===== src/rtl/atm_tc_pkg.sv =====
package atm_tc_pkg;
  localparam int unsigned BYTE_W = 8;
  typedef logic [BYTE_W-1:0] byte_t;
  typedef enum logic [1:0] {SRC_NONE, SRC_USER, SRC_IDLE} cell_src_e;

  // One byte of a bitwise CRC-8, MSB first, with the given generator (x^8 implied).
  function automatic byte_t crc8_step(input byte_t crc_in, input byte_t d, input byte_t poly);
    byte_t c;
    logic  fb;
    c = crc_in;
    for (int i = BYTE_W - 1; i >= 0; i--) begin
      fb = c[BYTE_W-1] ^ d[i];
      c  = {c[BYTE_W-2:0], 1'b0};
      if (fb) c = c ^ poly;
    end
    return c;
  endfunction
endpackage


===== src/rtl/atm_tc_cell_seq.sv =====
module atm_tc_cell_seq
  import atm_tc_pkg::*;
#(
  parameter int unsigned CELL_LEN  = 53,
  parameter logic [31:0] IDLE_HDR  = 32'h0000_0001,
  parameter byte_t       IDLE_FILL = 8'h6A,
  localparam int unsigned PW = $clog2(CELL_LEN)
) (
  input  logic          clk,
  input  logic          rst_n,
  input  logic          line_en,
  input  logic          internal_rate,
  input  logic          in_valid,
  input  byte_t         in_data,
  output logic          in_ready,
  output logic          emit,
  output logic [PW-1:0] pos,
  output byte_t         raw
);
  logic [PW-1:0] pos_q;
  cell_src_e     src_q;
  logic          at_bound, take_user, start_idle, cont_idle, idle_now;
  logic [31:0]   hdr_shift;

  always_comb begin
    at_bound   = (pos_q == '0);
    in_ready   = line_en && (at_bound || src_q == SRC_USER);
    take_user  = in_ready && in_valid;
    start_idle = line_en && at_bound && !in_valid && internal_rate;
    cont_idle  = line_en && !at_bound && (src_q == SRC_IDLE);
    emit       = take_user || start_idle || cont_idle;
    idle_now   = start_idle || cont_idle;
    hdr_shift  = IDLE_HDR << (BYTE_W * pos_q[1:0]);
    if (!idle_now)
      raw = in_data;
    else if (pos_q < PW'(4))
      raw = hdr_shift[31 -: BYTE_W];
    else
      raw = IDLE_FILL;
  end

  always_ff @(posedge clk) begin
    if (!rst_n) begin
      pos_q <= '0;
      src_q <= SRC_NONE;
    end else if (emit) begin
      if (pos_q == PW'(CELL_LEN - 1)) begin
        pos_q <= '0;
        src_q <= SRC_NONE;
      end else begin
        pos_q <= pos_q + 1'b1;
        if (at_bound) src_q <= take_user ? SRC_USER : SRC_IDLE;
      end
    end
  end

  assign pos = pos_q;
endmodule


===== src/rtl/atm_tc_hec.sv =====
module atm_tc_hec
  import atm_tc_pkg::*;
#(
  parameter byte_t POLY = 8'h07
) (
  input  logic  clk,
  input  logic  rst_n,
  input  logic  upd,
  input  logic  restart,
  input  byte_t din,
  output byte_t crc
);
  byte_t crc_q;

  always_ff @(posedge clk) begin
    if (!rst_n)
      crc_q <= '0;
    else if (upd)
      crc_q <= crc8_step(restart ? '0 : crc_q, din, POLY);
  end

  assign crc = crc_q;
endmodule


===== src/rtl/atm_tc_scrambler.sv =====
module atm_tc_scrambler
  import atm_tc_pkg::*;
#(
  parameter int unsigned LAG = 43
) (
  input  logic  clk,
  input  logic  rst_n,
  input  logic  adv,
  input  byte_t din,
  output byte_t dout
);
  // hist[0] is the newest scrambled bit; hist[LAG-1] the oldest kept.
  logic [LAG-1:0] hist;

  for (genvar b = 0; b < BYTE_W; b++) begin : g_bit
    // Bit b leaves at order BYTE_W-1-b within the byte; its partner is LAG bits older.
    assign dout[b] = din[b] ^ hist[LAG - BYTE_W + b];
  end

  always_ff @(posedge clk) begin
    if (!rst_n)
      hist <= '0;
    else if (adv)
      hist <= {hist[LAG-BYTE_W-1:0], dout};
  end
endmodule


===== src/rtl/atm_tc_tx.sv =====
module atm_tc_tx
  import atm_tc_pkg::*;
#(
  parameter int unsigned CELL_LEN  = 53,
  parameter int unsigned HDR_LEN   = 5,
  parameter int unsigned SCR_LAG   = 43,
  parameter logic [7:0]  CRC_POLY  = 8'h07,
  parameter logic [7:0]  COSET_PAT = 8'h55,
  parameter logic [7:0]  IDLE_FILL = 8'h6A,
  parameter logic [31:0] IDLE_HDR  = 32'h0000_0001
) (
  input  logic       clk,
  input  logic       rst_n,
  input  logic       cfg_internal_rate,
  input  logic       cfg_scramble_en,
  input  logic       cfg_coset_en,
  input  logic       cfg_loopback,
  input  logic       line_en,
  input  logic       in_valid,
  output logic       in_ready,
  input  logic [7:0] in_data,
  output logic       out_valid,
  output logic [7:0] out_data,
  output logic       out_soc,
  input  logic       rx_line_valid,
  input  logic [7:0] rx_line_data,
  output logic       rx_valid,
  output logic [7:0] rx_data
);
  localparam int unsigned PW = $clog2(CELL_LEN);

  logic          emit;
  logic [PW-1:0] pos;
  byte_t         raw, hec_q, scr_out, byte_sel;
  logic          is_hdr, is_hec, is_pay;

  atm_tc_cell_seq #(
    .CELL_LEN (CELL_LEN),
    .IDLE_HDR (IDLE_HDR),
    .IDLE_FILL(IDLE_FILL)
  ) u_seq (
    .clk          (clk),
    .rst_n        (rst_n),
    .line_en      (line_en),
    .internal_rate(cfg_internal_rate),
    .in_valid     (in_valid),
    .in_data      (in_data),
    .in_ready     (in_ready),
    .emit         (emit),
    .pos          (pos),
    .raw          (raw)
  );

  always_comb begin
    is_hdr = (pos < PW'(HDR_LEN - 1));
    is_hec = (pos == PW'(HDR_LEN - 1));
    is_pay = !is_hdr && !is_hec;
  end

  atm_tc_hec #(.POLY(CRC_POLY)) u_hec (
    .clk    (clk),
    .rst_n  (rst_n),
    .upd    (emit && is_hdr),
    .restart(pos == '0),
    .din    (raw),
    .crc    (hec_q)
  );

  atm_tc_scrambler #(.LAG(SCR_LAG)) u_scr (
    .clk  (clk),
    .rst_n(rst_n),
    .adv  (emit && is_pay && cfg_scramble_en),
    .din  (raw),
    .dout (scr_out)
  );

  always_comb begin
    if (is_hdr)
      byte_sel = raw;
    else if (is_hec)
      byte_sel = hec_q ^ (cfg_coset_en ? COSET_PAT : 8'h00);
    else
      byte_sel = cfg_scramble_en ? scr_out : raw;
  end

  always_ff @(posedge clk) begin
    if (!rst_n) begin
      out_valid <= 1'b0;
      out_soc   <= 1'b0;
      out_data  <= '0;
    end else begin
      out_valid <= emit;
      out_soc   <= emit && (pos == '0);
      if (emit) out_data <= byte_sel;
    end
  end

  always_comb begin
    rx_valid = cfg_loopback ? out_valid : rx_line_valid;
    rx_data  = cfg_loopback ? out_data  : rx_line_data;
  end
endmodule


===== config.mk =====
export PLATFORM = sky130hd
export DESIGN_NAME = atm_tc_tx
export DESIGN_NICKNAME = d
export VERILOG_FILES = /design/src/rtl/atm_tc_pkg.sv /design/src/rtl/atm_tc_cell_seq.sv /design/src/rtl/atm_tc_hec.sv /design/src/rtl/atm_tc_scrambler.sv /design/src/rtl/atm_tc_tx.sv
export SDC_FILE = /design/constraint.sdc
export NUM_CORES = 1
export LEC_CHECK = 0
export BUFFER_PORTS_ARGS = -buffer_cell sky130_fd_sc_hd__buf_2
export CAP_MARGIN = 20
export CORE_ASPECT_RATIO = 0.5
export CORE_MARGIN = 4
export CORE_UTILIZATION = 51
export DETAILED_ROUTE_END_ITERATION = 7
export PLACE_DENSITY = 0.72
export SLEW_MARGIN = 0
export SYNTH_ARGS = -nofsm -noshare
export SYNTH_HDL_FRONTEND = slang
export SYNTH_SLANG_ARGS = --single-unit

===== constraint.sdc =====
create_clock -name clk -period 5.8 [get_ports clk]
set_input_delay 1.16 -clock clk [delete_from_list [all_inputs] [get_ports clk]]
set_output_delay 1.16 -clock clk [all_outputs]
set_load 0.1 [all_outputs]

== Yosys cells after proc, flatten, opt, wreduce, memory -nomap -nowiden ==
Index checks and enable logic that the tools add are counted.
Word-level totals
  flip-flop bits (word level): 69
  input port bits: 25
  output and inout bits: 20
Operators by class
  add/sub/neg operators: 1
  order comparisons: 1
  equal/unequal tests: 4
  shift-type cells: 1
  mux-type cells: 35
  bitwise operators: 25
  reduce and logical (&&, ||, !) cells: 23
Operators by type and width (number)
  $mux W8: 21
  $shl A1 B5 Y32 const A: 1
  $mux W3: 8
  $not A3 Y3: 8
  $xor A1 B1 Y1: 16
  $logic_and A1 B1 Y1: 12
  $xor A8 B7 Y8: 1
  $mux W7: 1
  $add A6 B1 Y6 const B: 1
  $eq A6 B3 Y1 const B: 1
  $eq A6 B6 Y1 const B: 1
  $logic_not A6 Y1: 1
  $lt A6 B3 Y1 const B: 1
  $mux W2: 3
  $mux W6: 1
  $logic_not A1 Y1: 4
  $logic_or A1 B1 Y1: 4
  $eq A2 B1 Y1 const B: 1
  $eq A2 B2 Y1 const B: 1
  $reduce_and A2 Y1: 1
  $reduce_bool A2 Y1: 1
  $mux W1: 1

== Logic depth before layout (Yosys ltp) ==
  depth in word-level cells: 36
  gate-level depth with buffers: 11
  gate-level depth less buffers: 9

== Hierarchy ==
A second synthesis with hierarchy kept.
Unflattened totals
  cells, all modules: 407
  area total of the unflattened synthesis: 3910.0 sq um
Modules (own cells, without submodules)
  atm_tc_scrambler: times used 1, cells each 155, area each 1724.2 sq um
  atm_tc_tx: times used 1, cells each 101, area each 794.5 sq um
  atm_tc_cell_seq: times used 1, cells each 86, area each 725.7 sq um
  atm_tc_hec: times used 1, cells each 65, area each 665.6 sq um

== Least setup slack after synthesis ==
OpenSTA, ideal clock, no wires.
  path type: input -> output
  from: in line_en
  to: out in_ready
  arrival: 2.191 ns
  setup slack: 2.449 ns
  stages on the path: 2
  cells stage by stage: clkbuf_1 > o21a_1
On the way
  word-level cells in the longest chain between the ends: 1
RTL lines
  start: declaration: line atm_tc_tx.sv:18  | input logic line_en,
  $logic_and A1 B1 Y1: line atm_tc_cell_seq.sv:27  | in_ready = line_en && (at_bound || src_q == SRC_USER);
  end: declaration: line atm_tc_tx.sv:20  | output logic in_ready,
Every way passes these cells.

== Worst setup path in the final report ==
  from: reg u_seq.pos_q[2] (netlist: u_seq.pos[2])
  to: out in_ready
On the way
  word-level cells in the longest chain between the ends: 3
RTL lines
  start: declaration: line atm_tc_cell_seq.sv:20  | logic [PW-1:0] pos_q;
  start signal: assignment: line atm_tc_cell_seq.sv:51  | pos_q <= pos_q + 1'b1;
  $logic_not A6 Y1: line atm_tc_cell_seq.sv:26  | at_bound = (pos_q == '0);
  $logic_or A1 B1 Y1: line atm_tc_cell_seq.sv:27
  $logic_and A1 B1 Y1: line atm_tc_cell_seq.sv:27
Every way passes these cells.

==> results.py <==
metrics = {
    "logic_synthesis": {
        "avgSynthCellArea_um2": 7.89,
        "synth-simple-area-share": 0.207,
        "ys_warn_count": 0,
        "ys_types": 56,
        "synth.most_common_cell": "nand2_1",
        "synth_top_family_by_area": "compound AO/OA/AOI/OAI gates",
        "synthXorXnorAreaFrac": 0.107,
        "synthTopCellsByArea": "dfxtp_1, nand2_1, a21oi_1",
        "synth_seq_area_share": 0.382,
        "syn_nets": 485,
        "synthTopCellsByCount": "nand2_1, dfxtp_1, a21oi_1, xnor2_1",
        "synth_edf_count": 0,
        "synth-async-reset-ratio": 0,
        "yosysTopAreaCell": "dfxtp_1",
        "synth_area_um2": 3610,
        "synthMuxAreaShare": 0.0339,
        "syn_inst": 458,
        "synth_fa_ha_area_frac": 0.00692,
        "yosys.area.top_type_share": 0.382,
        "synth-compound-area-share": 0.219,
        "ys_ff_latch": 69,
        "synth_ff_type": "dfxtp_1",
    },
    "cts": {
        "cts_buffer_depth": 2,
        "clkTransAtPathRegs_ns": 0.06,
        "clock_latency_ns": 0.33,
        "h-tree-depth": 3,
        "cts_resized": 0,
        "cts_tree": "built",
        "clockRootBuffer": "clkbuf_16",
        "hold_buffers": 0,
        "postCtsSetupBuffers": 0,
        "clkSinkCount": 69,
        "cts_buffers": 9,
    },
    "worst_setup_path": {
        "worstPathArrival_ns": 2.55,
        "cp.required_ns": 4.64,
        "critPathLaunchType": "flop",
        "crit_path_max_fanout": 15,
        "critPathCaptureType": "primary output",
        "worstSetupPathType": "reg -> out",
    },
    "timing": {
        "post-route-worst-setup-slack_ns": 2.09,
        "clock.fmax_mhz": 270,
        "slew-limit-headroom": 0.375,
        "layout_min_cycle_time_ns": 3.71,
        "worst_pin_slew_ns": 0.936,
        "setup_tns_ns": 0,
        "setup_viol": 0,
        "whs_ns": 0.449,
        "final_hold_viol_count": 0,
        "maxSlewViolCount": 0,
        "period_share": 0.639,
        "rsz0062_at_grt": "no",
        "skew_ns": 0.00476,
    },
    "cells_and_area": {
        "regArea_um2": 1380,
        "multiInputGateArea_um2": 2080,
        "nets": 511,
        "utilization": 0.612,
        "num_antenna_cells": 0,
        "area.growth.synth_to_final_pct": 14.8,
        "fill_cells": 625,
        "drive_gt1_frac": 0.172,
    },
    "status": {
        "status": "finished, final reports clean",
    },
    "floorplanning": {
        "num_rows": 21,
        "io_pins": 45,
        "die-area_um2": 8580,
        "die_w_um": 127,
        "start_util": 0.533,
        "core_area_um2": 6780,
        "die_y_um": 67.5,
    },
    "power": {
        "ir_worst_vdd_mv": 0.207,
        "p_switching_w": 0.000456,
        "share_comb_of_total_power": 0.228,
        "p_int_w": 0.000980,
        "power_density_nw_per_um2": 346,
        "seq_power_share": 0.362,
        "leakage_nw": 1.52,
        "swShare": 0.317,
        "clockPowerShare": 0.410,
    },
    "global_routing": {
        "antenna_found_initial": 0,
        "grt_overflow": 0,
        "grt_max_degree": 55,
        "gr-usage-all-layers": 0.208,
        "grt_pass1_vias": 2750,
        "grt_pass1_wl_um": 14000,
    },
    "placement": {
        "dp.final_hpwl_um": 5950,
        "port_buffers": 44,
        "pre_cts_ws_ns": 2.39,
        "gp_congestion": 0.856,
    },
    "worst_hold_path": {
        "min_path_type": "reg -> reg",
    },
    "routing": {
        "first_iter_violations": 297,
        "routedWlPerCell_um": 15.0,
        "routed_wl_um": 8730,
        "viasPerCell": 5.59,
        "postRouteAntennaNets": 0,
        "routed-via-count": 3244,
        "drtPass1Iterations": 6,
        "drcViolationCount": 0,
    },
    "flow_run": {
        "maxCapViolations": 0,
    },
}
cell families (layout without fill, tap and decap cells):
group                    after synthesis  count (layout)
AO/OA/AOI/OAI                        126             126
XOR/XNOR                              41              41
buffers and inverters                 36              66
flip-flops                            69              69
multiplexers                          11              11
adder cells (fa/ha/maj)                2               2
AND/OR/NAND/NOR                      173             173
layout by cell type (no fill, tap or decap), types with 3 or more instances in the layout:
cell	instances
inv_1	4
o2111ai_1	3
a21oi_1	64
o21ai_0	22
nor2_1	22
clkbuf_16	9
a211oi_1	4
nand4_1	3
nand2b_1	5
buf_2	44
nand2_1	115
dfxtp_1	69
nand3_1	9
and2_1	4
xnor2_1	25
nor3_1	5
mux2_2	10
a221oi_1	4
xor2_1	13
registers in the layout (all words and copies together) (netlist names):
signal and cells:
u_scr.hist 43, out_data 8, u_hec.crc 8, u_seq.pos 6
u_seq.src_q 2, out_soc 1, out_valid 1
through the flow:
step | cell area [um^2] | cells | power, W
6_report | 4150 | 580 | 0.00144
3_3_place_gp | 3830 | 565 | 0.000853
5_1_grt | 4150 | 580 | 0.00150
4_1_cts | 4150 | 580 | 0.00145
2_1_floorplan | 3610 | 458 | 0.000794
3_5_place_dp | 3830 | 565 | 0.000854
layer usage:
metal / GRT usage / vias up / wire length [um]
met3: 0.0569 / 11 / 579
li1: - / 1631 / -
met1: 0.296 / 1499 / 4260
met2: 0.309 / 103 / 3760
met4: 0.0642 / 0 / 130
met5: 0 / - / 0
power groups by stage:
stage | clock, W | combinational [W] | sequential, W
after global routing | 0.000625 | 0.000350 | 0.000523
after detailed placement | 0 | 0.000324 | 0.000529
final | 0.000588 | 0.000327 | 0.000520
after CTS | 0.000603 | 0.000326 | 0.000519
after floorplan | 0 | 0.000224 | 0.000569
after global placement | 0 | 0.000324 | 0.000530
layout make-up:
class / instances / area share
Clock buffer: 10 / 0.0576
Clock inverter: 5 / 0.0205
Inverter: 5 / 0.00452
Multi-Input combinational cell: 353 / 0.500
Sequential cell: 69 / 0.333
Tap cell: 92 / 0.0277
Timing Repair Buffer: 46 / 0.0567
path summary, 6_finish.rpt:
check | startpoint | end | cells after the start | slack [ns]
worst max-delay path | u_seq.pos[2]$_SDFFE_PN0N_ | in_ready | 4 | 2.09
worst min-delay path | u_scr.hist[24]$_SDFFE_PN0P_ | u_scr.hist[32]$_SDFFE_PN0P_ | 2 | 0.45
worst min register to register | u_scr.hist[24]$_SDFFE_PN0P_ | u_scr.hist[32]$_SDFFE_PN0P_ | 2 | 0.45
worst max register to register | u_seq.pos[2]$_SDFFE_PN0N_ | u_scr.hist[2]$_SDFFE_PN0P_ | 8 | 2.37
critical path, stage by stage (launching register included):
cell	delay (ns)
dfxtp_1	0.39
nor4_4	0.71
and2_1	0.51
o21a_1	0.19
buf_2	0.42
No activity file was read; power rests on OpenSTA's default activity.
